**config.mk**
```make
export PLATFORM = sky130hd
export DESIGN_NAME = link_retrain_seq
export DESIGN_NICKNAME = d
export VERILOG_FILES = /design/src/rtl/lrs_pkg.sv /design/src/rtl/lrs_timer.sv /design/src/rtl/lrs_ctrl.sv /design/src/rtl/link_retrain_seq.sv
export SDC_FILE = /design/constraint.sdc
export NUM_CORES = 1
export LEC_CHECK = 0
export CORE_MARGIN = 2
export CORE_UTILIZATION = 36
export CTS_CLUSTER_SIZE = 40
export DETAILED_ROUTE_END_ITERATION = 16
export GPL_ROUTABILITY_DRIVEN = 0
export PLACE_DENSITY_LB_ADDON = 0.3
export SLEW_MARGIN = 20
export SYNTH_ARGS = -nofsm -noshare
export SYNTH_HDL_FRONTEND = slang
export SYNTH_SLANG_ARGS = --single-unit
```
**constraint.sdc**
```tcl
create_clock -name clk -period 2.6 [get_ports clk]
set_input_delay 0.39 -clock clk [delete_from_list [all_inputs] [get_ports clk]]
set_output_delay 0.39 -clock clk [all_outputs]
set_load 0.01 [all_outputs]
```
**src/rtl/lrs_pkg.sv**
```systemverilog
package lrs_pkg;

  // register offsets from the capability base
  localparam int OFS_CAP = 'h0C;
  localparam int OFS_CTL = 'h10;
  localparam int OFS_STA = 'h12;

  // field positions
  localparam int BIT_RETRAIN  = 5;
  localparam int BIT_TRAINING = 11;
  localparam int SPEED_LSB    = 0;
  localparam int SPEED_W      = 4;

  localparam logic [SPEED_W-1:0] SPEED_LOWEST = 4'd1;
  localparam logic [4:0]         LINK_L0      = 5'h0F;

  typedef enum logic [3:0] {
    ST_START,
    ST_CAP_RQ,
    ST_CAP_RS,
    ST_STA_RQ,
    ST_STA_RS,
    ST_CTL_RQ,
    ST_CTL_RS,
    ST_CTL_WR,
    ST_TR_RQ,
    ST_TR_RS,
    ST_TR_GAP,
    ST_UP_CHK,
    ST_UP_GAP,
    ST_DONE
  } seq_state_t;

endpackage

```
**src/rtl/lrs_timer.sv**
```systemverilog
module lrs_timer #(
  parameter int unsigned LIMIT = 16
) (
  input  logic clk,
  input  logic rst_n,
  input  logic clear,
  output logic expired
);
  localparam int unsigned CW = (LIMIT < 1) ? 1 : $clog2(LIMIT + 1);
  localparam logic [CW-1:0] LIM = CW'(LIMIT);

  logic [CW-1:0] cnt;

  always_ff @(posedge clk) begin
    if (!rst_n)          cnt <= '0;
    else if (clear)      cnt <= '0;
    else if (cnt != LIM) cnt <= cnt + 1'b1;
  end

  assign expired = (cnt == LIM);
endmodule

```
**src/rtl/lrs_ctrl.sv**
```systemverilog
module lrs_ctrl
  import lrs_pkg::*;
#(
  parameter int ADDR_W   = 12,
  parameter int DATA_W   = 16,
  parameter int CAP_BASE = 'h80
) (
  input  logic              clk,
  input  logic              rst_n,
  input  logic [4:0]        link_state,
  output logic              req_valid,
  input  logic              req_ready,
  output logic              req_we,
  output logic [ADDR_W-1:0] req_addr,
  output logic [DATA_W-1:0] req_wdata,
  input  logic              rsp_valid,
  input  logic [DATA_W-1:0] rsp_data,
  input  logic              phase_expired,
  input  logic              gap_expired,
  output logic              phase_clr,
  output logic              gap_clr,
  output logic              done,
  output logic              train_timeout,
  output logic              linkup_timeout
);
  localparam logic [ADDR_W-1:0] A_CAP = ADDR_W'(CAP_BASE + OFS_CAP);
  localparam logic [ADDR_W-1:0] A_CTL = ADDR_W'(CAP_BASE + OFS_CTL);
  localparam logic [ADDR_W-1:0] A_STA = ADDR_W'(CAP_BASE + OFS_STA);
  localparam logic [DATA_W-1:0] RETRAIN_MASK = DATA_W'(1) << BIT_RETRAIN;

  seq_state_t state, nxt;
  logic [DATA_W-1:0] ctl_q;
  logic tr_q, up_q, grab_ctl, set_tr, set_up, link_up;
  logic [SPEED_W-1:0] speed;

  assign link_up = (link_state == LINK_L0);
  assign speed   = rsp_data[SPEED_LSB +: SPEED_W];

  always_comb begin
    nxt       = state;
    phase_clr = 1'b0;
    gap_clr   = 1'b0;
    set_tr    = 1'b0;
    set_up    = 1'b0;
    grab_ctl  = 1'b0;
    case (state)
      ST_START:  nxt = link_up ? ST_CAP_RQ : ST_DONE;
      ST_CAP_RQ: if (req_ready) nxt = ST_CAP_RS;
      ST_CAP_RS: if (rsp_valid) nxt = (speed > SPEED_LOWEST) ? ST_STA_RQ : ST_DONE;
      ST_STA_RQ: if (req_ready) nxt = ST_STA_RS;
      ST_STA_RS: if (rsp_valid) nxt = (speed == SPEED_LOWEST) ? ST_CTL_RQ : ST_DONE;
      ST_CTL_RQ: if (req_ready) nxt = ST_CTL_RS;
      ST_CTL_RS: if (rsp_valid) begin
        grab_ctl = 1'b1;
        nxt      = ST_CTL_WR;
      end
      ST_CTL_WR: if (req_ready) begin
        nxt       = ST_TR_RQ;
        phase_clr = 1'b1;
      end
      ST_TR_RQ:  if (req_ready) nxt = ST_TR_RS;
      ST_TR_RS:  if (rsp_valid) begin
        // a finished result wins over an expired timer
        if (!rsp_data[BIT_TRAINING]) begin
          nxt       = ST_UP_CHK;
          phase_clr = 1'b1;
        end else if (phase_expired) begin
          set_tr    = 1'b1;
          nxt       = ST_UP_CHK;
          phase_clr = 1'b1;
        end else begin
          nxt     = ST_TR_GAP;
          gap_clr = 1'b1;
        end
      end
      ST_TR_GAP: if (gap_expired) nxt = ST_TR_RQ;
      ST_UP_CHK: begin
        if (link_up) nxt = ST_DONE;
        else if (phase_expired) begin
          set_up = 1'b1;
          nxt    = ST_DONE;
        end else begin
          nxt     = ST_UP_GAP;
          gap_clr = 1'b1;
        end
      end
      ST_UP_GAP: if (gap_expired) nxt = ST_UP_CHK;
      default:   nxt = ST_DONE;
    endcase
  end

  always_comb begin
    req_valid = 1'b0;
    req_we    = 1'b0;
    req_addr  = '0;
    case (state)
      ST_CAP_RQ: begin req_valid = 1'b1; req_addr = A_CAP; end
      ST_STA_RQ,
      ST_TR_RQ:  begin req_valid = 1'b1; req_addr = A_STA; end
      ST_CTL_RQ: begin req_valid = 1'b1; req_addr = A_CTL; end
      ST_CTL_WR: begin req_valid = 1'b1; req_addr = A_CTL; req_we = 1'b1; end
      default: ;
    endcase
  end

  assign req_wdata = ctl_q | RETRAIN_MASK;

  always_ff @(posedge clk) begin
    if (!rst_n) begin
      state <= ST_START;
      ctl_q <= '0;
      tr_q  <= 1'b0;
      up_q  <= 1'b0;
    end else begin
      state <= nxt;
      if (grab_ctl) ctl_q <= rsp_data;
      if (set_tr)   tr_q  <= 1'b1;
      if (set_up)   up_q  <= 1'b1;
    end
  end

  assign done           = (state == ST_DONE);
  assign train_timeout  = tr_q;
  assign linkup_timeout = up_q;
endmodule

```
**src/rtl/link_retrain_seq.sv**
```systemverilog
module link_retrain_seq #(
  parameter int          ADDR_W      = 12,
  parameter int          DATA_W      = 16,
  parameter int          CAP_BASE    = 'h80,
  parameter int unsigned TIMEOUT_CYC = 125_000_000,
  parameter int unsigned POLL_CYC    = 12_500
) (
  input  logic              clk,
  input  logic              rst_n,
  input  logic [4:0]        link_state,
  output logic              req_valid,
  input  logic              req_ready,
  output logic              req_we,
  output logic [ADDR_W-1:0] req_addr,
  output logic [DATA_W-1:0] req_wdata,
  input  logic              rsp_valid,
  input  logic [DATA_W-1:0] rsp_data,
  output logic              done,
  output logic              train_timeout,
  output logic              linkup_timeout
);
  logic phase_clr, gap_clr, phase_expired, gap_expired;

  lrs_timer #(.LIMIT(TIMEOUT_CYC)) u_phase_tmr (
    .clk(clk), .rst_n(rst_n), .clear(phase_clr), .expired(phase_expired)
  );

  lrs_timer #(.LIMIT(POLL_CYC)) u_gap_tmr (
    .clk(clk), .rst_n(rst_n), .clear(gap_clr), .expired(gap_expired)
  );

  lrs_ctrl #(.ADDR_W(ADDR_W), .DATA_W(DATA_W), .CAP_BASE(CAP_BASE)) u_ctrl (
    .clk(clk), .rst_n(rst_n), .link_state(link_state),
    .req_valid(req_valid), .req_ready(req_ready), .req_we(req_we),
    .req_addr(req_addr), .req_wdata(req_wdata),
    .rsp_valid(rsp_valid), .rsp_data(rsp_data),
    .phase_expired(phase_expired), .gap_expired(gap_expired),
    .phase_clr(phase_clr), .gap_clr(gap_clr),
    .done(done), .train_timeout(train_timeout), .linkup_timeout(linkup_timeout)
  );
endmodule

```
==> Word-level counts from Yosys, hierarchy flattened <==
Cells that the tools add are included.
{ "op_classes": {"addsub": 2, "magnitude_cmp": 1, "eq_ne": 30, "muxes": 39, "bitwise_logic": 1, "n_reduce_logical": 7} }
{ "ops": {"columns": ["cell", "count"], "rows": [
  ["$mux W4", 16],
  ["$pmux W4 S13", 1],
  ["$add A27 B1 Y27 const B", 1],
  ["$eq A27 B27 Y1 const B", 1],
  ["$ne A27 B27 Y1 const B", 1],
  ["$eq A4 B4 Y1 const B", 6],
  ["$pmux W8 S3", 1],
  ["$ne A2 B2 Y1 const B", 11],
  ["$mux W1", 19],
  ["$eq A4 B3 Y1 const B", 4],
  ["$add A14 B1 Y14 const B", 1],
  ["$eq A14 B14 Y1 const B", 1],
  ["$ne A14 B14 Y1 const B", 1],
  ["$reduce_and A11 Y1", 1],
  ["$eq A4 B1 Y1 const B", 2],
  ["$eq A4 B2 Y1 const B", 2],
  ["$reduce_or A2 Y1", 4],
  ["$eq A5 B4 Y1 const B", 1],
  ["$reduce_or A5 Y1", 1],
  ["$gt A4 B1 Y1 const B", 1],
  ["$logic_not A4 Y1", 1],
  ["$pmux W1 S2", 2],
  ["$not A1 Y1", 1]
]} }
{ "totals": {"register_bits": 63, "inputBits": 25, "output_inout_bits": 33, "word_cells": 86} }

==> Longest topological paths before layout <==
{ "logic_depth": {"word_depth": 6, "mapped_depth": 9} }

==> By module <==
A second synthesis with hierarchy kept.
{ "unflattened": {"cells_unflattened": 401, "hier_area_um2": 3440.8} }
{ "modules_own_cells": {"columns": ["mod", "instances", "cells_per_inst", "area_each_um2"], "rows": [
  ["lrs_timer (u_phase_tmr)", 1, 182, 1520.2],
  ["lrs_ctrl", 1, 141, 1233.7],
  ["lrs_timer (u_gap_tmr)", 1, 78, 686.9]
]} }

==> Least setup slack after synthesis <==
No wires, ideal clock.
{ "synth_timing": {"path_type": "reg-to-reg", "start": "reg u_phase_tmr.cnt[16]", "end": "reg u_phase_tmr.cnt[8]", "setup_ns": 0.115, "t_arrival_ns": 1.705, "required_ns": 2.485, "path_slack_ns": 0.779, "path_stages_with_launch": 8, "period_less_slack_ns": 1.821, "path_cell_list": "dfxtp_1 -> nand4_1 -> or4_4 -> o31ai_2 -> a41o_1 -> buf_4 -> buf_6 -> nor2_1"} }
{ "synth_via": {"elab_chain_cells": 6, "elab_cells_between_ends": 7, "cone_classes": "2 x eq/ne; 4 x mux; 1 x reduce/logical"} }
{ "synth_rtl": {"columns": ["item", "line_no", "source"], "rows": [
  ["start: declaration", "lrs_timer.sv:12", "logic [CW-1:0] cnt;"],
  ["start signal: assignment", "lrs_timer.sv:17", "else if (cnt != LIM) cnt <= cnt + 1'b1;"],
  ["$eq A27 B27 Y1", "lrs_timer.sv:20", "assign expired = (cnt == LIM);"],
  ["$mux W1", "lrs_ctrl.sv:67", "end else if (phase_expired) begin"],
  ["$mux W1", "lrs_ctrl.sv:64", "if (!rsp_data[BIT_TRAINING]) begin"],
  ["$mux W1", "lrs_ctrl.sv:62", "ST_TR_RS: if (rsp_valid) begin"],
  ["$pmux W1 S2", "lrs_ctrl.sv:46", "case (state)"],
  ["$reduce_or A2 Y1 (no line)", null, null]
]} }
Parallel ways exist; a longest one is shown, timed or not.
A chain may end at the register's enable or synchronous reset.

==> Worst setup path after layout <==
{ "layout_timing": {"start": "reg u_ctrl.state[1]", "end": "out req_addr[7]"} }
{ "layout_via": {"elab_chain_cells": 3, "elab_cells_between_ends": 8, "cone_classes": "5 x eq/ne; 1 x mux; 2 x reduce/logical"} }
{ "layout_rtl": {"columns": ["item", "line_no", "source"], "rows": [
  ["start: declaration", "lrs_ctrl.sv:31", "seq_state_t state, nxt;"],
  ["start signal: assignment", "lrs_ctrl.sv:115", "state <= nxt;"],
  ["$eq A4 B3 Y1 (tied with other cells)", "lrs_ctrl.sv:96", "case (state)"],
  ["$reduce_or A2 Y1 (on tied branches)", null, null],
  ["$pmux W8 S3 *", "lrs_ctrl.sv:96", null],
  ["end: declaration", "link_retrain_seq.sv:14", "output logic [ADDR_W-1:0] req_addr,"]
]} }
Mark *: on every way between the ends. The rest lies on a longest branch, timed or not.

==> flow_summary.ini <==
[timing]
tightestPinTransition_ns = 0.587
timing.final.ws_setup_ns = 0.151
final_max_slew_viol_count = 0
clock.fmax_ghz = 0.408
relSlewSlack_pct = 60.8
period_share_pct = 94.2
worst_clock_skew_ns = 0.0101
fin_hold_ws_ns = 0.454
finalSetupTns_ns = 0
hold_viol = 0
min_period_ns = 2.45
rsz0062_at_grt = no
setup_viol = 0

[detailed_routing]
dr.pass1.iters = 4
wire_per_inst_um = 12.9
via_count = 2638
ant_nets = 0
routed_wl_um = 6850
post_drt_via_cell_ratio = 4.96
drt_iter0_drc = 110
drc_errors = 0

[setup_path]
worstPathRequired_ns = 2.21
crit_path_max_fanout = 3
cp.arrival_ns = 2.06
crit_path_start_kind = register
criticalPathCategory = reg2out
cp-end-kind = output pin

[layout]
fin_area_sq_um = 3870
fill_cells = 822
area_growth_pct = 24.1
diodes = 0
multi_input_area_sq_um = 1680
drive_above_1_share_pct = 9.60
seqCellArea_sq_um = 1240
nets = 451

[logic_synthesis]
synthCells = 378
yosysTopAreaCellShare_pct = 39.8
avgSynthCellArea_sq_um = 8.25
synth-seq-cells = 62
ys_warn_count = 0
synth-main-ff-cell = dfxtp_1
synth_top_cells_by_area = dfxtp_1, xnor2_1, nor2_1
ys_types = 53
syn-cell-area_sq_um = 3120
ys_async_sr_fraction_pct = 0
ys_seq_area_share_pct = 39.8
synth_edf_count = 0
synth_area_leader_cell = dfxtp_1

[die]
start_util_pct = 37.6
fp.dieW_um = 97.0
num_rows = 33
dieArea_sq_um = 9420
die_y_um = 97.0
core_region_area_sq_um = 8300
io_pins = 58

[global_route]
grt_busiest_layer = met2
use_met1_pct = 18.1
grt_pass1_vias = 2467
grt_pass1_wl_um = 11500
use_met3_pct = 4.62
grt_start_max_net_pins = 28
antenna_found_initial = 0
grt-ovfl-total = 0
grt_use_total_pct = 14.7
grt_use_met2_pct = 24.5

[run_status]
status = finished, final reports clean

[power_and_ir_drop]
leakage_nw = 1.35
peakVddDrop_mv = 0.319
p_total_mw = 2.82
pwr_density_cell_nw_per_um2 = 728

[hold_path]
min_path_type = reg2reg

[clock_tree]
cts_inserted_buffers = 9
cts_tree = built
cts.path.max_buffers = 2
postCtsHoldBufs = 0
cts.clk_slew.worst_paths_ns = 0.07
htree_levels = 3
root_buffer = clkbuf_8
cts.sinks = 62
clk_latency_ns = 0.34

[job]
max-cap-violations = 0

[place]
place_ws_ns = 0.472
dp_hpwl_um = 4880
placed_cell_area_sq_um = 3630
port_buffers = 48
## layout by cell type (no fill, tap or decap), types with 6 or more instances in the layout
cell type	count
conb_1	8
inv_1	12
nor3_1	12
buf_4	6
nand2_1	47
xnor2_1	27
clkdlybuf4s50_1	48
dfxtp_1	61
nor2_1	51
nand4_1	6
nand3_1	18
and3_1	6
clkbuf_8	9
xor2_1	12
nor4_1	6
a21oi_1	22
## cell type report
cell class / instances / area share, %
Clock inverter: 7 / 2.91
Inverter: 13 / 1.26
Timing Repair Buffer: 54 / 13.6
Tap cell: 105 / 3.40
Sequential cell: 62 / 32.1
Clock buffer: 9 / 3.20
Multi-Input combinational cell: 282 / 43.5
## worst max-delay path, stage by stage, from the launching register on
cell	delay [ns]
dfxtp_1	0.32
or3b_2	0.48
o22ai_1	0.25
or2_2	0.15
clkdlybuf4s50_1	0.52
## flip-flops by register name, indices dropped and copies added (netlist names)
name	cells
u_ctrl.state	4
u_ctrl.linkup_timeout	1
u_phase_tmr.cnt	27
u_ctrl.train_timeout	1
u_gap_tmr.cnt	14
u_ctrl.ctl_q	15
## per-layer routing
metal | share of wire [%] | up-vias
met1 | 47 | 1241
met3 | 3.0 | 10
li1 | - | 1362
met4 | 1.3 | 0
met2 | 49 | 25
met5 | 0 | -
## cell usage after synthesis (4+ instances only)
library cell	count
dfxtp_1	62
nor2_1	51
nand2_1	47
xnor2_1	27
a21oi_1	22
nand3_1	18
inv_1	12
nor3_1	12
xor2_1	12
clkbuf_1	11
buf_4	10
and3_1	6
nand4_1	6
nor4_1	6
and4_1	5
nand2b_1	5
o21ai_0	5
ha_1	4
## where the power goes
group | internal (mW) | leakage [nW] | total [mW] | switching, mW
Combinational | 0.358 | 0.727 | 0.748 | 0.390
Clock | 0.631 | 0.119 | 1.01 | 0.379
Sequential | 1.00 | 0.502 | 1.06 | 0.0581
Total | 1.99 | 1.35 | 2.82 | 0.826
## kinds of logic after synthesis
logic type | synth area share (%)
multiplexers | 0.642
buffers and inverters | 6.86
XOR/XNOR | 11.0
adder cells (fa/ha/maj) | 1.61
AND/OR/NAND/NOR | 30.7
other | 0.241
AO/OA/AOI/OAI | 9.15
flip-flops | 39.8
## through the flow
step | instances | util [%]
finish | 532 | 46.6
global route | 532 | 46.6
CTS | 532 | 46.6
detailed placement | 516 | 43.8
global placement | 516 | 43.8
floorplan | 384 | -
## worst paths after layout
| kind | startpoint | endpoint | slack (ns) | cells after the start |
|---|---|---|---|---|
| worst max-delay path | u_ctrl.state[1] | req_addr[7] | 0.15 | 4 |
| worst min-delay path | u_ctrl.ctl_q[8] | u_ctrl.ctl_q[8] | 0.45 | 2 |
| worst max register to register | u_phase_tmr.cnt[24] | u_phase_tmr.cnt[23] | 0.55 | 6 |
| worst min register to register | u_ctrl.ctl_q[8] | u_ctrl.ctl_q[8] | 0.45 | 2 |
## what timing repair did
item | CTS | global route
gates resized for setup | 0 | 1
setup endpoints to repair | 0 | 4
buffers inserted | 0 | 0
No activity file was read; power rests on OpenSTA's default activity.
